[config.mk]
export PLATFORM = sky130hd
export DESIGN_NAME = smbus_host_regs
export DESIGN_NICKNAME = d
export VERILOG_FILES = /design/src/rtl/smbus_host_pkg.sv /design/src/rtl/smbus_proto_decode.sv /design/src/rtl/smbus_blk_buf.sv /design/src/rtl/smbus_rd_mux.sv /design/src/rtl/smbus_host_regs.sv
export SDC_FILE = /design/constraint.sdc
export NUM_CORES = 1
export LEC_CHECK = 0
export ABC_CLOCK_PERIOD_IN_PS = 4000
export BUFFER_PORTS_ARGS = -buffer_cell sky130_fd_sc_hd__buf_2
export CAP_MARGIN = 20
export CORE_UTILIZATION = 55
export DETAILED_ROUTE_END_ITERATION = 12
export HOLD_SLACK_MARGIN = 0.1
export PLACE_DENSITY_LB_ADDON = 0.2
export SETUP_SLACK_MARGIN = 0.15
export SYNTH_ARGS = -nofsm -noshare
export SYNTH_HDL_FRONTEND = slang
export SYNTH_SLANG_ARGS = --single-unit
export TNS_END_PERCENT = 10
[constraint.sdc]
create_clock -name clk -period 4 [get_ports clk]
set_clock_uncertainty 0.2 [all_clocks]
set_input_delay 0.4 -clock clk [delete_from_list [all_inputs] [get_ports clk]]
set_output_delay 0.4 -clock clk [all_outputs]
set_load 0.05 [all_outputs]
[src/rtl/smbus_host_pkg.sv]
package smbus_host_pkg;

    typedef enum logic [2:0] {
        PR_QUICK     = 3'd0,
        PR_BYTE      = 3'd1,
        PR_BYTE_DATA = 3'd2,
        PR_WORD      = 3'd3,
        PR_RSVD4     = 3'd4,
        PR_BLOCK     = 3'd5,
        PR_RSVD6     = 3'd6,
        PR_RSVD7     = 3'd7
    } proto_e;

    localparam int ST_BUSY   = 0;
    localparam int ST_INTR   = 1;
    localparam int ST_DEVERR = 2;
    localparam int ST_DONE   = 7;

    localparam int OFS_STAT  = 0;
    localparam int OFS_CTL   = 2;
    localparam int OFS_CMD   = 3;
    localparam int OFS_SADDR = 4;
    localparam int OFS_D0    = 5;
    localparam int OFS_D1    = 6;
    localparam int OFS_BLK   = 7;

    localparam int CTL_START = 6;

endpackage

[src/rtl/smbus_proto_decode.sv]
module smbus_proto_decode
    import smbus_host_pkg::*;
(
    input  logic [2:0] code,
    output logic       supported,
    output logic       ld_low,
    output logic       ld_high,
    output logic       ld_count
);
    always_comb begin
        supported = 1'b0;
        ld_low    = 1'b0;
        ld_high   = 1'b0;
        ld_count  = 1'b0;
        case (proto_e'(code))
            PR_QUICK:     supported = 1'b1;
            PR_BYTE,
            PR_BYTE_DATA: begin
                supported = 1'b1;
                ld_low    = 1'b1;
            end
            PR_WORD: begin
                supported = 1'b1;
                ld_low    = 1'b1;
                ld_high   = 1'b1;
            end
            PR_BLOCK: begin
                supported = 1'b1;
                ld_count  = 1'b1;
            end
            default: supported = 1'b0;
        endcase
    end
endmodule

[src/rtl/smbus_blk_buf.sv]
module smbus_blk_buf #(
    parameter  int DEPTH = 32,
    localparam int IDX_W = $clog2(DEPTH)
) (
    input  logic             clk,
    input  logic             rst_n,
    input  logic             host_we,
    input  logic [IDX_W-1:0] host_idx,
    input  logic [7:0]       host_wdata,
    output logic [7:0]       host_rdata,
    input  logic             eng_we,
    input  logic [IDX_W-1:0] eng_idx,
    input  logic [7:0]       eng_wdata,
    output logic [7:0]       eng_rdata
);
    logic [7:0] mem_q [DEPTH];
    logic [7:0] mem_d [DEPTH];

    always_comb begin
        for (int i = 0; i < DEPTH; i++) begin
            mem_d[i] = mem_q[i];
            if (host_we && host_idx == IDX_W'(i)) begin
                mem_d[i] = host_wdata;
            end
            // the engine writes last so its byte wins a same-cycle clash
            if (eng_we && eng_idx == IDX_W'(i)) begin
                mem_d[i] = eng_wdata;
            end
        end
    end

    always_ff @(posedge clk) begin
        if (!rst_n) begin
            for (int i = 0; i < DEPTH; i++) mem_q[i] <= '0;
        end else begin
            for (int i = 0; i < DEPTH; i++) mem_q[i] <= mem_d[i];
        end
    end

    assign host_rdata = mem_q[host_idx];
    assign eng_rdata  = mem_q[eng_idx];
endmodule

[src/rtl/smbus_rd_mux.sv]
module smbus_rd_mux
    import smbus_host_pkg::*;
#(
    parameter int ADDR_W = 6
) (
    input  logic              rd_en,
    input  logic [ADDR_W-1:0] addr,
    input  logic [7:0]        stat,
    input  logic [4:0]        ctl,
    input  logic [7:0]        cmd,
    input  logic [7:0]        saddr,
    input  logic [7:0]        d0,
    input  logic [7:0]        d1,
    input  logic [7:0]        blk,
    output logic [7:0]        rdata
);
    always_comb begin
        rdata = '0;
        if (rd_en) begin
            case (addr)
                ADDR_W'(OFS_STAT):  rdata = stat;
                ADDR_W'(OFS_CTL):   rdata = {3'b000, ctl};
                ADDR_W'(OFS_CMD):   rdata = cmd;
                ADDR_W'(OFS_SADDR): rdata = saddr;
                ADDR_W'(OFS_D0):    rdata = d0;
                ADDR_W'(OFS_D1):    rdata = d1;
                ADDR_W'(OFS_BLK):   rdata = blk;
                default:            rdata = '0;
            endcase
        end
    end
endmodule

[src/rtl/smbus_host_regs.sv]
module smbus_host_regs
    import smbus_host_pkg::*;
#(
    parameter  int ADDR_W    = 6,
    parameter  int BUF_DEPTH = 32,
    localparam int IDX_W     = $clog2(BUF_DEPTH)
) (
    input  logic              clk,
    input  logic              rst_n,
    input  logic              bus_wr,
    input  logic              bus_rd,
    input  logic [ADDR_W-1:0] bus_addr,
    input  logic [7:0]        bus_wdata,
    output logic [7:0]        bus_rdata,
    output logic              req_valid,
    output logic [2:0]        req_proto,
    output logic              req_read,
    output logic [6:0]        req_slave,
    output logic [7:0]        req_cmd,
    output logic [15:0]       req_data,
    output logic [7:0]        req_count,
    input  logic              rsp_valid,
    input  logic              rsp_nack,
    input  logic [15:0]       rsp_data,
    input  logic [7:0]        rsp_count,
    input  logic              eng_buf_we,
    input  logic [IDX_W-1:0]  eng_buf_idx,
    input  logic [7:0]        eng_buf_wdata,
    output logic [7:0]        eng_buf_rdata
);
    localparam logic [ADDR_W-1:0] A_STAT  = ADDR_W'(OFS_STAT);
    localparam logic [ADDR_W-1:0] A_CTL   = ADDR_W'(OFS_CTL);
    localparam logic [ADDR_W-1:0] A_CMD   = ADDR_W'(OFS_CMD);
    localparam logic [ADDR_W-1:0] A_SADDR = ADDR_W'(OFS_SADDR);
    localparam logic [ADDR_W-1:0] A_D0    = ADDR_W'(OFS_D0);
    localparam logic [ADDR_W-1:0] A_D1    = ADDR_W'(OFS_D1);
    localparam logic [ADDR_W-1:0] A_BLK   = ADDR_W'(OFS_BLK);
    localparam logic [7:0]        BUSY_M  = 8'(1 << ST_BUSY);
    localparam logic [IDX_W-1:0]  IDX_TOP = IDX_W'(BUF_DEPTH - 1);

    typedef struct packed {
        logic [7:0]       stat;
        logic [4:0]       ctl;
        logic [7:0]       cmd;
        logic [7:0]       saddr;
        logic [7:0]       d0;
        logic [7:0]       d1;
        logic [IDX_W-1:0] idx;
        logic [2:0]       rproto;
        logic             rread;
        logic [6:0]       rslave;
        logic [7:0]       rcmd;
        logic [15:0]      rdata;
        logic [7:0]       rcnt;
    } state_t;

    state_t           q, n;
    logic [7:0]       clr, set;
    logic             busy;
    logic             host_we;
    logic [7:0]       blk_rdata;
    logic [IDX_W-1:0] idx_inc;
    logic [2:0]       dec_code;
    logic             code_ok, ld_low, ld_high, ld_count;
    logic [7:0]       stat_view;

    assign busy     = q.stat[ST_BUSY];
    assign idx_inc  = (q.idx == IDX_TOP) ? '0 : q.idx + 1'b1;
    // a start is only taken while idle and a response only arrives while
    // busy, so one decoder serves both
    assign dec_code = busy ? q.rproto : bus_wdata[4:2];

    smbus_proto_decode u_dec (
        .code      (dec_code),
        .supported (code_ok),
        .ld_low    (ld_low),
        .ld_high   (ld_high),
        .ld_count  (ld_count)
    );

    always_comb begin
        n       = q;
        clr     = '0;
        set     = '0;
        host_we = 1'b0;
        if (bus_wr) begin
            case (bus_addr)
                A_STAT: begin
                    clr   = bus_wdata & ~BUSY_M;
                    n.idx = '0;
                end
                A_CTL: begin
                    n.ctl = bus_wdata[4:0];
                    if (bus_wdata[CTL_START] && !busy && !q.stat[ST_DEVERR]) begin
                        if (!code_ok) begin
                            set[ST_DEVERR] = 1'b1;
                        end else begin
                            set[ST_BUSY] = 1'b1;
                            n.rproto     = bus_wdata[4:2];
                            n.rread      = q.saddr[0];
                            n.rslave     = q.saddr[7:1];
                            n.rcmd       = q.cmd;
                            n.rdata      = {q.d1, q.d0};
                            n.rcnt       = q.d0;
                        end
                    end
                end
                A_CMD:   n.cmd   = bus_wdata;
                A_SADDR: n.saddr = bus_wdata;
                A_D0:    n.d0    = bus_wdata;
                A_D1:    n.d1    = bus_wdata;
                A_BLK: begin
                    host_we = 1'b1;
                    n.idx   = idx_inc;
                end
                default: ;
            endcase
        end else if (bus_rd) begin
            if (bus_addr == A_CTL) begin
                n.idx = '0;
            end else if (bus_addr == A_BLK) begin
                n.idx = idx_inc;
            end
        end
        // response handling comes after the bus write so it takes precedence
        if (busy && rsp_valid) begin
            clr = clr | BUSY_M;
            if (rsp_nack) begin
                set[ST_DEVERR] = 1'b1;
            end else begin
                set[ST_DONE] = 1'b1;
                set[ST_INTR] = 1'b1;
                if (q.rread) begin
                    if (ld_low)   n.d0 = rsp_data[7:0];
                    if (ld_high)  n.d1 = rsp_data[15:8];
                    if (ld_count) n.d0 = rsp_count;
                end
            end
        end
        n.stat = (q.stat & ~clr) | set;
    end

    always_ff @(posedge clk) begin
        if (!rst_n) begin
            q <= '0;
        end else begin
            q <= n;
        end
    end

    smbus_blk_buf #(.DEPTH(BUF_DEPTH)) u_buf (
        .clk        (clk),
        .rst_n      (rst_n),
        .host_we    (host_we),
        .host_idx   (q.idx),
        .host_wdata (bus_wdata),
        .host_rdata (blk_rdata),
        .eng_we     (eng_buf_we),
        .eng_idx    (eng_buf_idx),
        .eng_wdata  (eng_buf_wdata),
        .eng_rdata  (eng_buf_rdata)
    );

    smbus_rd_mux #(.ADDR_W(ADDR_W)) u_mux (
        .rd_en (bus_rd),
        .addr  (bus_addr),
        .stat  (q.stat),
        .ctl   (q.ctl),
        .cmd   (q.cmd),
        .saddr (q.saddr),
        .d0    (q.d0),
        .d1    (q.d1),
        .blk   (blk_rdata),
        .rdata (bus_rdata)
    );

    assign stat_view = q.stat;
    assign req_valid = busy;
    assign req_proto = q.rproto;
    assign req_read  = q.rread;
    assign req_slave = q.rslave;
    assign req_cmd   = q.rcmd;
    assign req_data  = q.rdata;
    assign req_count = q.rcnt;
endmodule

**After elaboration in Yosys (flattened, before gate mapping)**

Memory sizes are Yosys's and may differ from the RTL's. A register that Yosys moved wholly into a read port is not among the register bits.
Cells that the tools add are included.

- $add $sub $neg: 1
- Eq/ne operators: 105
- Multiplexer cells: 139
- Bitwise gates (word level): 35
- Reductions and logical operators: 114

Operators by type and width:

| kind | count |
|---|---|
| $mux 8 | 104 |
| $eq 5x5->1 const B | 32 |
| $eq 5x4->1 const B | 16 |
| $reduce_and 2->1 | 35 |
| $logic_and 1x1->1 | 67 |
| $mux 16 | 4 |
| $ne 2x2->1 const B | 32 |
| $pmux 8 s7 | 1 |
| $eq 5x3->1 const B | 8 |
| $mux 5 | 7 |
| $or 1x1->1 | 32 |
| $eq 6x3->1 const B | 4 |
| $eq 5x2->1 const B | 4 |
| $mux 1 | 20 |
| $eq 6x2->1 const B | 2 |
| $eq 5x1->1 const B | 2 |
| $logic_not 5->1 | 2 |
| $pmux 5 s2 | 1 |
| $and 8x8->8 | 1 |
| $not 8->8 | 1 |
| $or 8x8->8 | 1 |
| $eq 3x2->1 const B | 2 |
| $logic_not 6->1 | 1 |
| $add 5x1->5 const B | 1 |
| 13 further kinds | 14 |

- Flip-flop bits (word level): 93
- Memory bits (writable): 256
- Bits of input ports: 58
- Output and inout port bits: 60
- Logic and storage cells: 408
- Memories kept: 1

Memory list:

| name | depth | bits a word | read ports | clocked after memory_dff | write ports | RTL line | text |
|---|---|---|---|---|---|---|---|
| u_buf.mem_q | 32 | 8 | 2 | 1 | 32 | smbus_blk_buf.sv:16 | `logic [7:0] mem_q [DEPTH];` |

**Logic depth before layout (Yosys ltp)**

- Word-level depth: 11
- Mapped depth: 8
- Depth with buffers taken out: 6

**By module**

A second synthesis with hierarchy kept.

- Cell total of the unflattened synthesis: 2021
- Area total of the unflattened synthesis: 21234.1 µm²

Modules (own cells, without submodules):

| module | instances | cells each | area an instance (µm²) | seq. area each (µm²) |
|---|---|---|---|---|
| smbus_blk_buf | 1 | 1528 | 16906.2 | 7687.4 |
| smbus_host_regs | 1 | 428 | 3788.6 | 1701.6 |
| smbus_rd_mux | 1 | 58 | 503.0 | 0.0 |
| smbus_proto_decode | 1 | 7 | 36.3 | 0.0 |

**Least setup slack after synthesis**

OpenSTA, ideal clock, no wires.

- Kind: register to output
- Start: register with a tool-made name
- End: output bus_rdata[4]
- Arrival: 2.587 ns
- Required time: 3.400 ns
- Slack: 0.813 ns
- Stages on the path, launching flop included: 8
- Buffers on the path: 4
- Cells stage by stage: dfxtp_1 > buf_6 > buf_12 > buf_6 > buf_2 > nand2b_1 > o221ai_1 > o32ai_1

RTL lines:

| what | RTL line | text |
|---|---|---|
| end: declaration | smbus_host_regs.sv:14 | `output logic [7:0] bus_rdata,` |

==> metrics <==
status finished, final reports clean; GPL Wtd Cong ~1.0; period utilization between 90% and 100%; DRT iter0 DRCs 2134; WL final about 71 mm; combined area of the multi-input logic cells 10400 um^2; family with the most delay on the worst path multiplexers; type of origin of the critical path register; Core Util, Final 61.5%; largest net degree at the start of global routing 80; count leader, synth edfxtp_1; Core Rows 71; clock root buffer clkbuf_16; Num CTS Buffers 39; Syn Nets between 1500 and 2000; maximum clock path buffer count 3; fraction of layout cells with a size suffix above 1 about a quarter; sw power between 2000 and 2500 uW; crit path DAT about 3.2 ns; max cap viols 0; Worst R2R Start stat_view[0]; Clk pin slew, worst setup/hold paths around 0.060 ns; CTS tree yes; Hold EP q[56]; Crit path buffers/inverters 2; Fillers approximately 2900; Place WS between 0.4 and 0.5 ns; critical path's most frequent cell mux4_2; Yosys warnings 0; DR WL/cell around 29 um; TritonCTS Sinks around 350; mapped cell area ~21000 um^2; total gr overflow 0; Die Y ~200 um; Power Density around 380 nW/um^2; Netlist cell types 76; hold path startpoint rsp_count[0]; FF+latch area between 9000 and 10000 um^2; Seq/Total Area, Yosys between 40% and 50%; fmax about 0.27 GHz; Pins Over Slew Limit 0; DRC violations left 0; Ports around 120; Critical Path RT ~3.4 ns; Synth area leaders edfxtp_1 37%, mux4_2 16%, mux2i_1 9.8%; Least-Margin Pin Slew between 1 and 1.5 ns; initial antenna violation count 2; Cells after Synth between 1500 and 2000; crit-path cells buf_16 > mux4_2 > mux4_2 > nand2b_1 > a32o_1 > buf_2; CP Max Fanout 15; final setup fails 0; I/O Buffers approximately 120; Lkg Pwr between 0.008 and 0.009 uW; Comb pwr share between 10% and 20%; Max H-tree Level 2; final worst setup slack between 0.2 and 0.25 ns; Syn Area/Cell around 11 um^2; die area a little under 40000 um^2; Reg2Reg Setup Slack 0.64 ns; GRT Total Usage a little under two fifths; Register-to-Register Path Depth 7; max_slew headroom 20.7%; Post-synth ARST share 0%; vias in the first global route between 15000 and 20000; CP endpoint kind primary output; fin nets between 1500 and 2000; Post-synth EDFFs 256; leading area contributor after synthesis edfxtp_1; share of the synthesized area in the top cell type a little under two fifths; CP max stage cell dfxtp_4; Pwr Total between 8000 and 9000 uW; RSZ-0062 raised after global routing false; setup TNS 0 ns; top cells by count, synth 256 x edfxtp_1, 226 x nor2_1, 218 x nand2_1, 205 x mux2i_1, 147 x mux4_2; HP Class primary input to register; Hold Path Cell Cnt 4; endpoints failing hold 0; starting density of the core a little under three fifths; core area around 38000 um^2; Die Width slightly below 200 um; Skew-Pair Late Insertion Delay 0.57 ns; Flop pwr share between 40% and 50%; Clock Power Share roughly two fifths; FF-to-FF End q[60]; vias per cell between 6 and 7; first-pass GRT wire length slightly above 100 mm; Max IR drop VDD ~350 uV; Top FF cell, synth edfxtp_1; Final Critical Period about 3.8 ns; Antenna Nets Post-Route 0; CP Class register to primary output; vias between 15000 and 20000; switching part of the total power a little over a quarter; Power Internal 6500 uW; synthesized flop and latch total approximately 350; ant diodes 0; max incr delay on CP 0.56 ns; area grow syn2layout 10.3%; drt first pass iters 6; hpwl dp between 40 and 50 mm
[worst max-delay path by stage]
stage	start	endpoint	slack (ns)	cells past startpoint
after detailed placement	eng_buf_idx[0]	eng_buf_rdata[1]	0.44	6
after CTS	register	bus_rdata[3]	0.27	6
after floorplan	register	bus_rdata[4]	0.81	7
after global placement	eng_buf_idx[0]	eng_buf_rdata[1]	0.48	6
after global routing	register	bus_rdata[3]	0.17	6
final	register	bus_rdata[3]	0.24	6
[sequential cells by signal (all words and copies together), names as in the netlist, named ones only]
signal       cells
stat_view        8
req_data        16
req_proto        3
req_read         1
req_cmd          8
q               42
u_buf.mem_q    256
req_slave        7
[metal layers]
layer	routed length (um)	share of wire, %	global-route usage (%)	vias up
met2	31200	44	53.8	1270
met1	26700	38	50.9	8272
met4	2980	4.2	15.7	2
met5	13	0.018	0	-
li1	-	-	-	6999
met3	10300	14	11.3	190
[cells by family after synthesis]
kind of cell	share of synthesized area [%]
AO/OA/AOI/OAI	8.32
XOR/XNOR	0.0836
adder cells (fa/ha/maj)	0.358
buffers and inverters	5.47
flip-flops	45.3
multiplexers	26.6
AND/OR/NAND/NOR	13.9
[cells in the final DEF, fill, tap and decap left out, types with 7 or more instances in the layout]
cell and count:
a211o_1 7, a211oi_1 7, a21oi_1 133, a21oi_2 17
a22oi_1 29, and3_1 7, buf_2 116, buf_4 57
clkbuf_16 40, clkinv_2 8, dfxtp_1 87, dlygate4sd3_1 27
edfxtp_1 256, mux2_2 11, mux2i_1 205, mux4_2 147
nand2_1 218, nand2b_1 12, nand3_1 104, nor2_1 226
nor2_2 9, nor2b_1 12, o21ai_0 15, o21ai_2 9
o22a_1 8, or2_2 12, or3_1 10
[timing repair]
item | in CTS | in global routing
endpoints found under the setup margin | 2 | 1
resized for setup | 0 | 1
setup buffers | 1 | 0
hold buffers | 27 | 0
pin swaps | 0 | 0
endpoints found under the hold margin | 18 | 0
[through the flow]
stage / instances / hold slack (ns) / area, um^2
6_report: 2432 / 0.129 / 23100
5_1_grt: 2432 / 0.173 / 23100
4_1_cts: 2432 / 0.113 / 23100
3_5_place_dp: 2335 / 0.223 / 21600
3_3_place_gp: 2335 / 0.219 / 21600
2_1_floorplan: 1872 / 0.212 / 21000
[area by class of cell]
class	count	area share [%]
multi-input cells	1297	44.8
flip-flops and latches	346	41.1
repair buffers	203	5.83
clock buffers	50	4.67
well taps	511	2.77
clock inverters	19	0.682
inverters	6	0.119
[power by group through the flow]
stage | logic (uW) | registers, uW | clock network (uW)
after floorplan | 715 | 4170 | 0
after CTS | 1030 | 4200 | 3560
final | 1060 | 4220 | 3560
after detailed placement | 1000 | 4280 | 0
after global placement | 985 | 4280 | 0
after global routing | 1100 | 4220 | 3700
[tightest hold or removal path: stages]
cell and delay (ns):
buf_2 0.08, a22oi_1 0.08, o22a_1 0.20, nor2_1 0.09
Note: power is estimated with default switching activity, not from simulation.
